$ cat config.mk
export PLATFORM = sky130hd
export DESIGN_NAME = amf_operand_fetch
export DESIGN_NICKNAME = d
export VERILOG_FILES = /design/src/rtl/amf_pkg.sv /design/src/rtl/amf_ea_calc.sv /design/src/rtl/amf_seq.sv /design/src/rtl/amf_operand_fetch.sv
export SDC_FILE = /design/constraint.sdc
export NUM_CORES = 1
export LEC_CHECK = 0
export BUFFER_PORTS_ARGS = -buffer_cell sky130_fd_sc_hd__buf_2
export CORE_ASPECT_RATIO = 0.7
export CORE_MARGIN = 2
export CORE_UTILIZATION = 35
export CTS_BUF_LIST = sky130_fd_sc_hd__clkbuf_4 sky130_fd_sc_hd__clkbuf_8 sky130_fd_sc_hd__clkbuf_16
export CTS_CLUSTER_SIZE = 10
export DETAILED_ROUTE_END_ITERATION = 12
export GPL_ROUTABILITY_DRIVEN = 0
export MAX_ROUTING_LAYER = met4
export PLACE_DENSITY = 0.55
export RECOVER_POWER = 100
export SLEW_MARGIN = 30
export SYNTH_ARGS = -nofsm -noshare
export SYNTH_HDL_FRONTEND = slang
export SYNTH_HIERARCHICAL = 1
export SYNTH_SLANG_ARGS = --single-unit
$ cat constraint.sdc
create_clock -name clk -period 4 [get_ports clk]
set_input_delay 0.4 -clock clk [delete_from_list [all_inputs] [get_ports clk]]
set_output_delay 0.4 -clock clk [all_outputs]
set_load 0.01 [all_outputs]
$ cat src/rtl/amf_pkg.sv
// Package: shared addressing-mode codes and read-count table for the
// operand fetch unit. Assumes codes are fixed and decoded by neighbours.
package amf_pkg;
    typedef enum logic [2:0] {
        AM_IMM  = 3'd0,
        AM_REG  = 3'd1,
        AM_DIR  = 3'd2,
        AM_IND  = 3'd3,
        AM_IDX  = 3'd4,
        AM_RIND = 3'd5,
        AM_PCR  = 3'd6,
        AM_DIND = 3'd7
    } amode_t;

    localparam int MAX_READS = 3;
    localparam int CNT_W     = $clog2(MAX_READS + 1);

    // Number of data reads a mode needs.
    function automatic logic [CNT_W-1:0] reads_for(amode_t m);
        case (m)
            AM_IMM, AM_REG:               reads_for = CNT_W'(0);
            AM_DIR, AM_IDX, AM_RIND, AM_PCR: reads_for = CNT_W'(1);
            AM_IND:                       reads_for = CNT_W'(2);
            default:                      reads_for = CNT_W'(3);
        endcase
    endfunction
endpackage

$ cat src/rtl/amf_ea_calc.sv
// Module: amf_ea_calc
// Combinational address former. From the latched mode, value field,
// register value and PC it produces the first address to read, the
// operand for modes with no read, and the number of reads required.
// Assumes DISP_W <= AW. Register contents are signed; sums wrap at AW.
module amf_ea_calc
    import amf_pkg::*;
#(
    parameter int DW     = 16,
    parameter int AW     = 16,
    parameter int DISP_W = 8
) (
    input  amode_t           mode_i,
    input  logic [DW-1:0]    value_i,
    input  logic [DW-1:0]    rf_val_i,
    input  logic [AW-1:0]    pc_i,
    output logic [AW-1:0]    first_addr_o,
    output logic [DW-1:0]    direct_val_o,
    output logic [CNT_W-1:0] nreads_o
);
    logic [AW-1:0] field_a;
    logic [AW-1:0] index_a;
    logic [AW-1:0] disp_a;

    // Address field and register value resized to the address width.
    generate
        if (DW >= AW) begin : g_trunc
            assign field_a = value_i[AW-1:0];
            assign index_a = rf_val_i[AW-1:0];
        end else begin : g_ext
            assign field_a = {{(AW-DW){1'b0}}, value_i};
            assign index_a = {{(AW-DW){rf_val_i[DW-1]}}, rf_val_i};
        end
        if (DISP_W < AW) begin : g_dsx
            assign disp_a = {{(AW-DISP_W){value_i[DISP_W-1]}}, value_i[DISP_W-1:0]};
        end else begin : g_dfull
            assign disp_a = value_i[AW-1:0];
        end
    endgenerate

    // Select the first read address per mode (modular sums).
    always_comb begin
        case (mode_i)
            AM_IDX:  first_addr_o = field_a + index_a;
            AM_RIND: first_addr_o = index_a;
            AM_PCR:  first_addr_o = pc_i + disp_a;
            default: first_addr_o = field_a;
        endcase
    end

    // Operand for the modes that need no read.
    always_comb begin
        direct_val_o = (mode_i == AM_REG) ? rf_val_i : value_i;
    end

    assign nreads_o = reads_for(mode_i);
endmodule

$ cat src/rtl/amf_seq.sv
// Module: amf_seq
// Read sequencer. Waits one cycle for the address former, then issues
// exactly nreads_i chained reads. Each returned word except the last
// becomes the next address. Assumes mem_valid pulses for one cycle per
// read and only while mem_req is high.
module amf_seq
    import amf_pkg::*;
#(
    parameter int DW = 16,
    parameter int AW = 16
) (
    input  logic             clk,
    input  logic             rst_n,
    input  logic             start_i,
    input  amode_t           mode_q_i,
    input  logic             dest_q_i,
    input  logic [AW-1:0]    first_addr_i,
    input  logic [DW-1:0]    direct_val_i,
    input  logic [CNT_W-1:0] nreads_i,
    input  logic             mem_valid_i,
    input  logic [DW-1:0]    mem_rdata_i,
    output logic             accept_o,
    output logic             busy_o,
    output logic             mem_req_o,
    output logic [AW-1:0]    mem_addr_o,
    output logic [DW-1:0]    operand_o,
    output logic [AW-1:0]    eff_addr_o,
    output logic [CNT_W-1:0] access_cnt_o,
    output logic             done_o,
    output logic             error_o
);
    typedef enum logic [1:0] {S_IDLE, S_CALC, S_WAIT} st_t;
    st_t              state;
    logic [CNT_W-1:0] left_q;
    logic [AW-1:0]    next_addr;

    assign accept_o = start_i && (state == S_IDLE);
    assign busy_o   = (state != S_IDLE);

    // Returned word reused as the next address.
    generate
        if (DW >= AW) begin : g_ptr_trunc
            assign next_addr = mem_rdata_i[AW-1:0];
        end else begin : g_ptr_ext
            assign next_addr = {{(AW-DW){1'b0}}, mem_rdata_i};
        end
    endgenerate

    // Main sequencer: accept, compute, chained reads, completion.
    always_ff @(posedge clk) begin
        if (!rst_n) begin
            state        <= S_IDLE;
            left_q       <= '0;
            mem_req_o    <= 1'b0;
            mem_addr_o   <= '0;
            operand_o    <= '0;
            eff_addr_o   <= '0;
            access_cnt_o <= '0;
            done_o       <= 1'b0;
            error_o      <= 1'b0;
        end else begin
            done_o  <= 1'b0;
            error_o <= 1'b0;
            case (state)
                S_IDLE: begin
                    if (start_i) begin
                        access_cnt_o <= '0;
                        state        <= S_CALC;
                    end
                end
                S_CALC: begin
                    if (mode_q_i == AM_IMM && dest_q_i) begin
                        error_o    <= 1'b1;
                        done_o     <= 1'b1;
                        eff_addr_o <= '0;
                        state      <= S_IDLE;
                    end else if (nreads_i == '0) begin
                        operand_o  <= direct_val_i;
                        eff_addr_o <= '0;
                        done_o     <= 1'b1;
                        state      <= S_IDLE;
                    end else begin
                        mem_req_o  <= 1'b1;
                        mem_addr_o <= first_addr_i;
                        left_q     <= nreads_i;
                        state      <= S_WAIT;
                    end
                end
                S_WAIT: begin
                    if (mem_valid_i) begin
                        access_cnt_o <= access_cnt_o + CNT_W'(1);
                        if (left_q == CNT_W'(1)) begin
                            operand_o  <= mem_rdata_i;
                            eff_addr_o <= mem_addr_o;
                            mem_req_o  <= 1'b0;
                            done_o     <= 1'b1;
                            state      <= S_IDLE;
                        end else begin
                            mem_addr_o <= next_addr;
                            left_q     <= left_q - CNT_W'(1);
                        end
                    end
                end
                default: state <= S_IDLE;
            endcase
        end
    end

    // request and address held until the read completes
    p_hold_addr_r10: assert property (@(posedge clk) disable iff (!rst_n)
        (mem_req_o && !mem_valid_i) |=> (mem_req_o && $stable(mem_addr_o)));

    // done lasts a single cycle
    p_done_pulse_r10: assert property (@(posedge clk) disable iff (!rst_n)
        done_o |=> !done_o);

    // each completed read advances the count by one
    p_cnt_step_r10: assert property (@(posedge clk) disable iff (!rst_n)
        (mem_req_o && mem_valid_i) |=> (access_cnt_o == $past(access_cnt_o) + CNT_W'(1)));

    // error comes with done, no request and no reads
    p_err_quiet_r9: assert property (@(posedge clk) disable iff (!rst_n)
        error_o |-> (done_o && !mem_req_o && access_cnt_o == '0));

    // a fixed number of reads, never a loop
    p_no_loop_r4: assert property (@(posedge clk) disable iff (!rst_n)
        (done_o && !error_o) |-> (access_cnt_o == nreads_i));
endmodule

$ cat src/rtl/amf_operand_fetch.sv
// Module: amf_operand_fetch (top)
// Latches one decoded instruction on an accepted start, reads the named
// register, forms the effective address and runs the read sequencer.
// Assumes a register file that answers combinationally, and a data
// memory that answers a held request with a one-cycle valid strobe.
module amf_operand_fetch
    import amf_pkg::*;
#(
    parameter int DW     = 16,
    parameter int AW     = 16,
    parameter int RW     = 3,
    parameter int DISP_W = 8
) (
    input  logic             clk,
    input  logic             rst_n,
    input  logic             start,
    input  logic [2:0]       mode,
    input  logic             is_dest,
    input  logic [DW-1:0]    value_field,
    input  logic [RW-1:0]    reg_sel,
    input  logic [AW-1:0]    pc,
    output logic [RW-1:0]    rf_addr,
    input  logic [DW-1:0]    rf_data,
    output logic             mem_req,
    output logic [AW-1:0]    mem_addr,
    input  logic [DW-1:0]    mem_rdata,
    input  logic             mem_valid,
    output logic [DW-1:0]    operand,
    output logic [AW-1:0]    eff_addr,
    output logic [CNT_W-1:0] access_cnt,
    output logic             done,
    output logic             error
);
    amode_t           mode_q;
    logic             dest_q;
    logic [DW-1:0]    value_q;
    logic [RW-1:0]    reg_q;
    logic [AW-1:0]    pc_q;
    logic             accept;
    logic             busy;
    logic [AW-1:0]    first_addr;
    logic [DW-1:0]    direct_val;
    logic [CNT_W-1:0] nreads;

    // Capture the instruction fields when a start is accepted.
    always_ff @(posedge clk) begin
        if (!rst_n) begin
            mode_q  <= AM_IMM;
            dest_q  <= 1'b0;
            value_q <= '0;
            reg_q   <= '0;
            pc_q    <= '0;
        end else if (accept) begin
            mode_q  <= amode_t'(mode);
            dest_q  <= is_dest;
            value_q <= value_field;
            reg_q   <= reg_sel;
            pc_q    <= pc;
        end
    end

    assign rf_addr = reg_q;

    amf_ea_calc #(.DW(DW), .AW(AW), .DISP_W(DISP_W)) u_ea (
        .mode_i       (mode_q),
        .value_i      (value_q),
        .rf_val_i     (rf_data),
        .pc_i         (pc_q),
        .first_addr_o (first_addr),
        .direct_val_o (direct_val),
        .nreads_o     (nreads)
    );

    amf_seq #(.DW(DW), .AW(AW)) u_seq (
        .clk          (clk),
        .rst_n        (rst_n),
        .start_i      (start),
        .mode_q_i     (mode_q),
        .dest_q_i     (dest_q),
        .first_addr_i (first_addr),
        .direct_val_i (direct_val),
        .nreads_i     (nreads),
        .mem_valid_i  (mem_valid),
        .mem_rdata_i  (mem_rdata),
        .accept_o     (accept),
        .busy_o       (busy),
        .mem_req_o    (mem_req),
        .mem_addr_o   (mem_addr),
        .operand_o    (operand),
        .eff_addr_o   (eff_addr),
        .access_cnt_o (access_cnt),
        .done_o       (done),
        .error_o      (error)
    );

    // a start while busy leaves the captured instruction untouched
    p_busy_ignore_r11: assert property (@(posedge clk) disable iff (!rst_n)
        (busy && start) |=> ($stable(mode_q) && $stable(value_q) && $stable(reg_q)));

    // modes without a memory operand never request
    p_noread_modes_r1: assert property (@(posedge clk) disable iff (!rst_n)
        (busy && (mode_q == AM_IMM || mode_q == AM_REG)) |-> !mem_req);
endmodule

# Word level (Yosys, flattened, before mapping)
# Cells that the tools add are included.
[word_totals] romBits=0 regBits=96 n_memories=0 out_inout_bits=56 ramBits=0 latch_bits=0
[op_classes] n_addsub=4 div_mod_pow=0 magnitude_cmp=0 n_mul=0 n_mux=43 n_reduce_logical=16 shift=0 eq_ne=17 bitwise=0
[ops] cell="$mux 16" count=13
[ops] cell="$pmux 16 s2" count=3
[ops] cell="$pmux 16 s3" count=1
[ops] cell="$add 16x16->16" count=2
[ops] cell="$mux 2" count=11
[ops] cell="$reduce_and 5->1" count=3
[ops] cell="$pmux 2 s3" count=2
[ops] cell="$ne 2x2->1 const B" count=5
[ops] cell="$eq 3x3->1 const B" count=3
[ops] cell="$mux 1" count=9
[ops] cell="$pmux 2 s2" count=2
[ops] cell="$eq 3x2->1 const B" count=2
[ops] cell="$reduce_and 3->1" count=2
[ops] cell="$eq 2x1->1 const B" count=2
[ops] cell="$logic_not 2->1" count=2
[ops] cell="$ne 2x1->1 const B" count=2
[ops] cell="$pmux 1 s2" count=2
[ops] cell="$reduce_and 4->1" count=1
[ops] cell="$reduce_bool 2->1" count=2
[ops] cell="$reduce_or 4->1" count=1
[ops] cell="$eq 3x1->1 const B" count=1
[ops] cell="$logic_not 3->1" count=1
[ops] cell="$ne 3x1->1 const B" count=1
[ops] cell="$add 2x1->2 const B" count=1
[ops] cell="other kinds (5)" count=6

# Depth between registers and ports, before layout
[logic_depth] ltp_word=7 mapped_depth=12 mapped_depth_nobuf=12

# Cells and area by module
# Netlist, hierarchy kept.
[modules_own_cells] mod="amf_seq" instances=1 cells_per_inst=284 seq_area_each_um2=1141.1 area_each_um2=2747.6
[modules_own_cells] mod="amf_ea_calc" instances=1 cells_per_inst=303 seq_area_each_um2=0.0 area_each_um2=2108.3
[modules_own_cells] mod="amf_operand_fetch" instances=1 cells_per_inst=126 seq_area_each_um2=780.7 area_each_um2=1488.9

# Worst setup path after synthesis
# OpenSTA, ideal clock, no wires.
[synth_path] path_kind="register to register" from="register value_q[0]" to="register u_seq.mem_addr_o[14]" n_path_buf=0 period_less_slack_ps=2550 path_stages_with_launch=13 arrival_ps=2411 slack_ps=1450 cell_sequence="dfxtp_1 -> ha_1 -> inv_1 -> fa_1 -> nand2b_1 -> a21oi_1 -> o22ai_2 -> o31ai_1 -> xor2_1 -> a222oi_1 -> o21ai_0 -> mux2i_1 -> a211oi_1"
[synth_between] elab_chain_len=5 elab_cells_between_ends=6 classes_between="add/sub: 2; mux: 4"
[synth_lines] item="start, declared" line="amf_operand_fetch.sv:36" text="logic [DW-1:0] value_q;"
[synth_lines] item="start signal, assigned" line="amf_operand_fetch.sv:56" text="value_q <= value_field;"
[synth_lines] item="$add 16x16->16 (on tied branches)" line="amf_ea_calc.sv:46, amf_ea_calc.sv:44"
[synth_lines] item="$pmux 16 s3 *" line="amf_ea_calc.sv:43" text="case (mode_i)"
[synth_lines] item="net first_addr[14]" line="amf_operand_fetch.sv:41" text="logic [AW-1:0] first_addr;"
[synth_lines] item="$mux 16 *" line="amf_seq.sv:77" text="end else if (nreads_i == '0) begin"
[synth_lines] item="$mux 16 *" line="amf_seq.sv:72" text="if (mode_q_i == AM_IMM && dest_q_i) begin"
[synth_lines] item="$pmux 16 s2 *" line="amf_seq.sv:64" text="case (state)"
[synth_lines] item="end signal, assigned" line="amf_seq.sv:84" text="mem_addr_o <= first_addr_i;"
[synth_lines] item="end signal, assigned" line="amf_seq.sv:99" text="mem_addr_o <= next_addr;"
[synth_lines] item="end, declared" line="amf_seq.sv:25" text="output logic [AW-1:0] mem_addr_o,"
# The timed path passes the listed nets; every way through them passes the cells marked *. The select of a mux whose other input is x is not followed.
# A chain may end at the register's enable or synchronous reset.

# Worst setup path in the final report
[layout_path] from="register mode_q[2]" to="register u_seq.operand_o[8]"
[layout_between] elab_chain_len=6 elab_cells_between_ends=19 classes_between="eq/ne: 8; mux: 5; reduce/logical: 6"
[layout_lines] item="start, declared" line="amf_operand_fetch.sv:34" text="amode_t mode_q;"
[layout_lines] item="start signal, assigned" line="amf_operand_fetch.sv:54" text="mode_q <= amode_t'(mode);"
[layout_lines] item="$eq 3x2->1, or another cell as far along" line="amf_pkg.sv:20" text="case (m)"
[layout_lines] item="$reduce_or 4->1 / $reduce_or 2->1 (equally long branches)" line="amf_pkg.sv:20"
[layout_lines] item="$pmux 2 s3 *" line="amf_pkg.sv:20"
[layout_lines] item="net nreads[0]" line="amf_operand_fetch.sv:43" text="logic [CNT_W-1:0] nreads;"
[layout_lines] item="$logic_not 2->1 *" line="amf_seq.sv:77"
[layout_lines] item="$ne 2x1->1 (no source line) *"
[layout_lines] item="$reduce_and 5->1 (no source line) *"
[layout_lines] item="end signal, assigned" line="amf_seq.sv:78" text="operand_o <= direct_val_i;"
[layout_lines] item="end signal, assigned" line="amf_seq.sv:93" text="operand_o <= mem_rdata_i;"
[layout_lines] item="end, declared" line="amf_seq.sv:26" text="output logic [DW-1:0] operand_o,"
# Marks and branches as above.

==> impl_metrics.csv <==
group,metric,value,unit
critical_path,crit_type,"register to register",
cells_and_area,multi_input_area,4040,µm²
timing,fin_crit_sh,0.8044,
logic_synthesis,syn_nets,824,
detailed_routing,ant_nets,0,
cells_and_area,antenna_cells,0,
clock_tree,cts_root_buffer,"clkbuf_16",
clock_tree,post_cts_buffers,0,
cells_and_area,fin_util,0.4076,
detailed_routing,wl_per_cell,17.47,µm
clock_tree,post_cts_resized,0,
timing,period_needed,3218,ps
detailed_routing,m1WireLength,9902,µm
cells_and_area,final_common_cell,"dfxtp_1",
clock_tree,cts_max_level,3,
timing,holdWs,291.3,ps
power_and_ir_drop,p_per_area,425.5,nW/µm²
clock_tree,insertion_delay,360,ps
timing,tightest_slew,1899,ps
run,cap_violations,1,
placement,numPortBuffers,130,
power_and_ir_drop,leakagePower,0.002813,µW
floorplanning,num_rows,41,
detailed_routing,drt_first_iter_violations,525,
placement,dp.cells,1047,
detailed_routing,wirelength,18570,µm
logic_synthesis,syn_avg_cell_area,8.906,µm²
placement,hpwl,14000,µm
detailed_routing,vias_per_cell,5.200,
timing,clock.fmax,310.8,MHz
timing,setup_viol,0,
critical_path,max_stage_delay,700,ps
floorplanning,die_w,164.9,µm
detailed_routing,route.met3.wl,1208,µm
cells_and_area,layout_common_cells,"96 x dfxtp_1, 80 x a21oi_1, 78 x mux2i_1, 73 x buf_2, 60 x clkbuf_1",
timing,slew_viol_final,44,
clock_tree,cts_buffers,9,
detailed_routing,dr.max_layer_used,"met4",
critical_path,arrival,3480,ps
floorplanning,die_h,116.6,µm
detailed_routing,vias,5528,
timing,hold_viol_final,0,
clock_tree,cts_tree,"built",
critical_path,required,4260,ps
detailed_routing,dr.pass1.iters,5,
floorplanning,start_util,0.3542,
logic_synthesis,synth_area,6341,µm²
detailed_routing,drc,0,
logic_synthesis,synthCells,712,
global_route,grt_usage,0.2010,
global_route,antenna_found_initial,0,
logic_synthesis,yosys_warnings,6,
critical_path,cp-start-kind,"register",
cells_and_area,seqCellArea,1922,µm²
worst_hold_path,min_path_type,"input port to register",
floorplanning,pin_count,131,
clock_tree,hold_buffers,0,
clock_tree,clk_path_buf_depth,2,
run_status,violations,"max-capacitance violations, max-slew violations",
clock_tree,cts.sinks,96,
power_and_ir_drop,ir_worst_vdd,0.0002452,V
timing,tns,0,ps
global_route,grt_pass1_vias,4935,
critical_path,critPathMaxFanout,16,
critical_path,path_cells,"inv_1 > nand2_1 > o21ai_0 > a21boi_0 > clkbuf_1 > a21oi_1 > a211oi_1",
timing,slew_headroom,-0.2661,
detailed_routing,wl_met2,7199,µm
clock_tree,clk_pin_slew_worst_paths,70,ps
global_route,grt_pass1_wl,28370,µm
critical_path,slowest_stage,"a21boi_0",
global_route,globalRouteOverflowTotal,0,
timing,rsz0062_at_grt,"false",
cells_and_area,nets,934,
run_status,run_status,"complete, but fails checks",
floorplanning,die_area,19230,µm²
cells_and_area,drive_above_1_share,0.1802,
timing,fin_skew,7.235,ps
cells_and_area,nFillCells,1895,
floorplanning,core-area,17900,µm²
global_route,grt_start_max_net_pins,44,
cells_and_area,stdcell_count,1063,
critical_path,crit_path_end_kind,"register",
cells_and_area,area_growth,15.09,%
## final timing paths
path | startpoint | end | slack [ps] | depth (start not counted)
worst max-delay path | mode_q[2]$_SDFFE_PN0P_ | u_seq/operand_o[8]$_SDFFE_PN0P_ | 780 | 7
worst min-delay path | is_dest | dest_q$_SDFFE_PN0P_ | 290 | 3
worst max register to register | mode_q[2]$_SDFFE_PN0P_ | u_seq/operand_o[8]$_SDFFE_PN0P_ | 780 | 7
worst min register to register | u_seq/mem_addr_o[2]$_SDFFE_PN0P_ | u_seq/eff_addr_o[2]$_SDFFE_PN0P_ | 480 | 2
## layer usage
metal | GRT usage | up-vias
met2 | 0.2628 | 202
li1 | - | 2791
met5 | - | -
met3 | 0.04155 | 18
met1 | 0.3049 | 2517
met4 | 0.05333 | 0
## state kept, by name, summed over array words and instances, names as in the netlist
| name | flops |
|---|---|
| pc_q | 16 |
| u_seq/error_o | 1 |
| u_seq/operand_o | 16 |
| value_q | 16 |
| u_seq/access_cnt_o | 2 |
| u_seq/mem_req_o | 1 |
| u_seq/left_q | 2 |
| u_seq/mem_addr_o | 16 |
| u_seq/eff_addr_o | 16 |
| u_seq/state | 2 |
| dest_q | 1 |
| mode_q | 3 |
| u_seq/done_o | 1 |
| rf_addr | 3 |
## cell type report
class	instances	share of cell area
Timing Repair Buffer	141	0.08881
Multi-Input combinational cell	559	0.5536
Clock inverter	4	0.01046
Clock buffer	12	0.03566
Inverter	15	0.007715
Sequential cell	96	0.2633
Tap cell	236	0.04046
## worst max-delay path, delay by kind of cell (launching register included)
kind | cells | cell delay (ps)
simple gates | 1 | 150
buf+inv | 2 | 990
compound gates | 4 | 1460
flops | 1 | 510
## metrics by stage
stage	instance area (µm²)	power, µW	setup WS [ps]
floorplan	6341	1892	1450
global placement	7122	2180	1095
detailed placement	7122	2178	1076
CTS	7458	3181	1041
global route	7298	3287	500.6
finish	7298	3105	782.3
## power breakdown
part	internal, µW	leakage, µW	switching, µW
logic	387	0.00186	552
clock network	591	0.000162	397
registers	1080	0.000789	102
No activity file was read; power rests on OpenSTA's default activity.
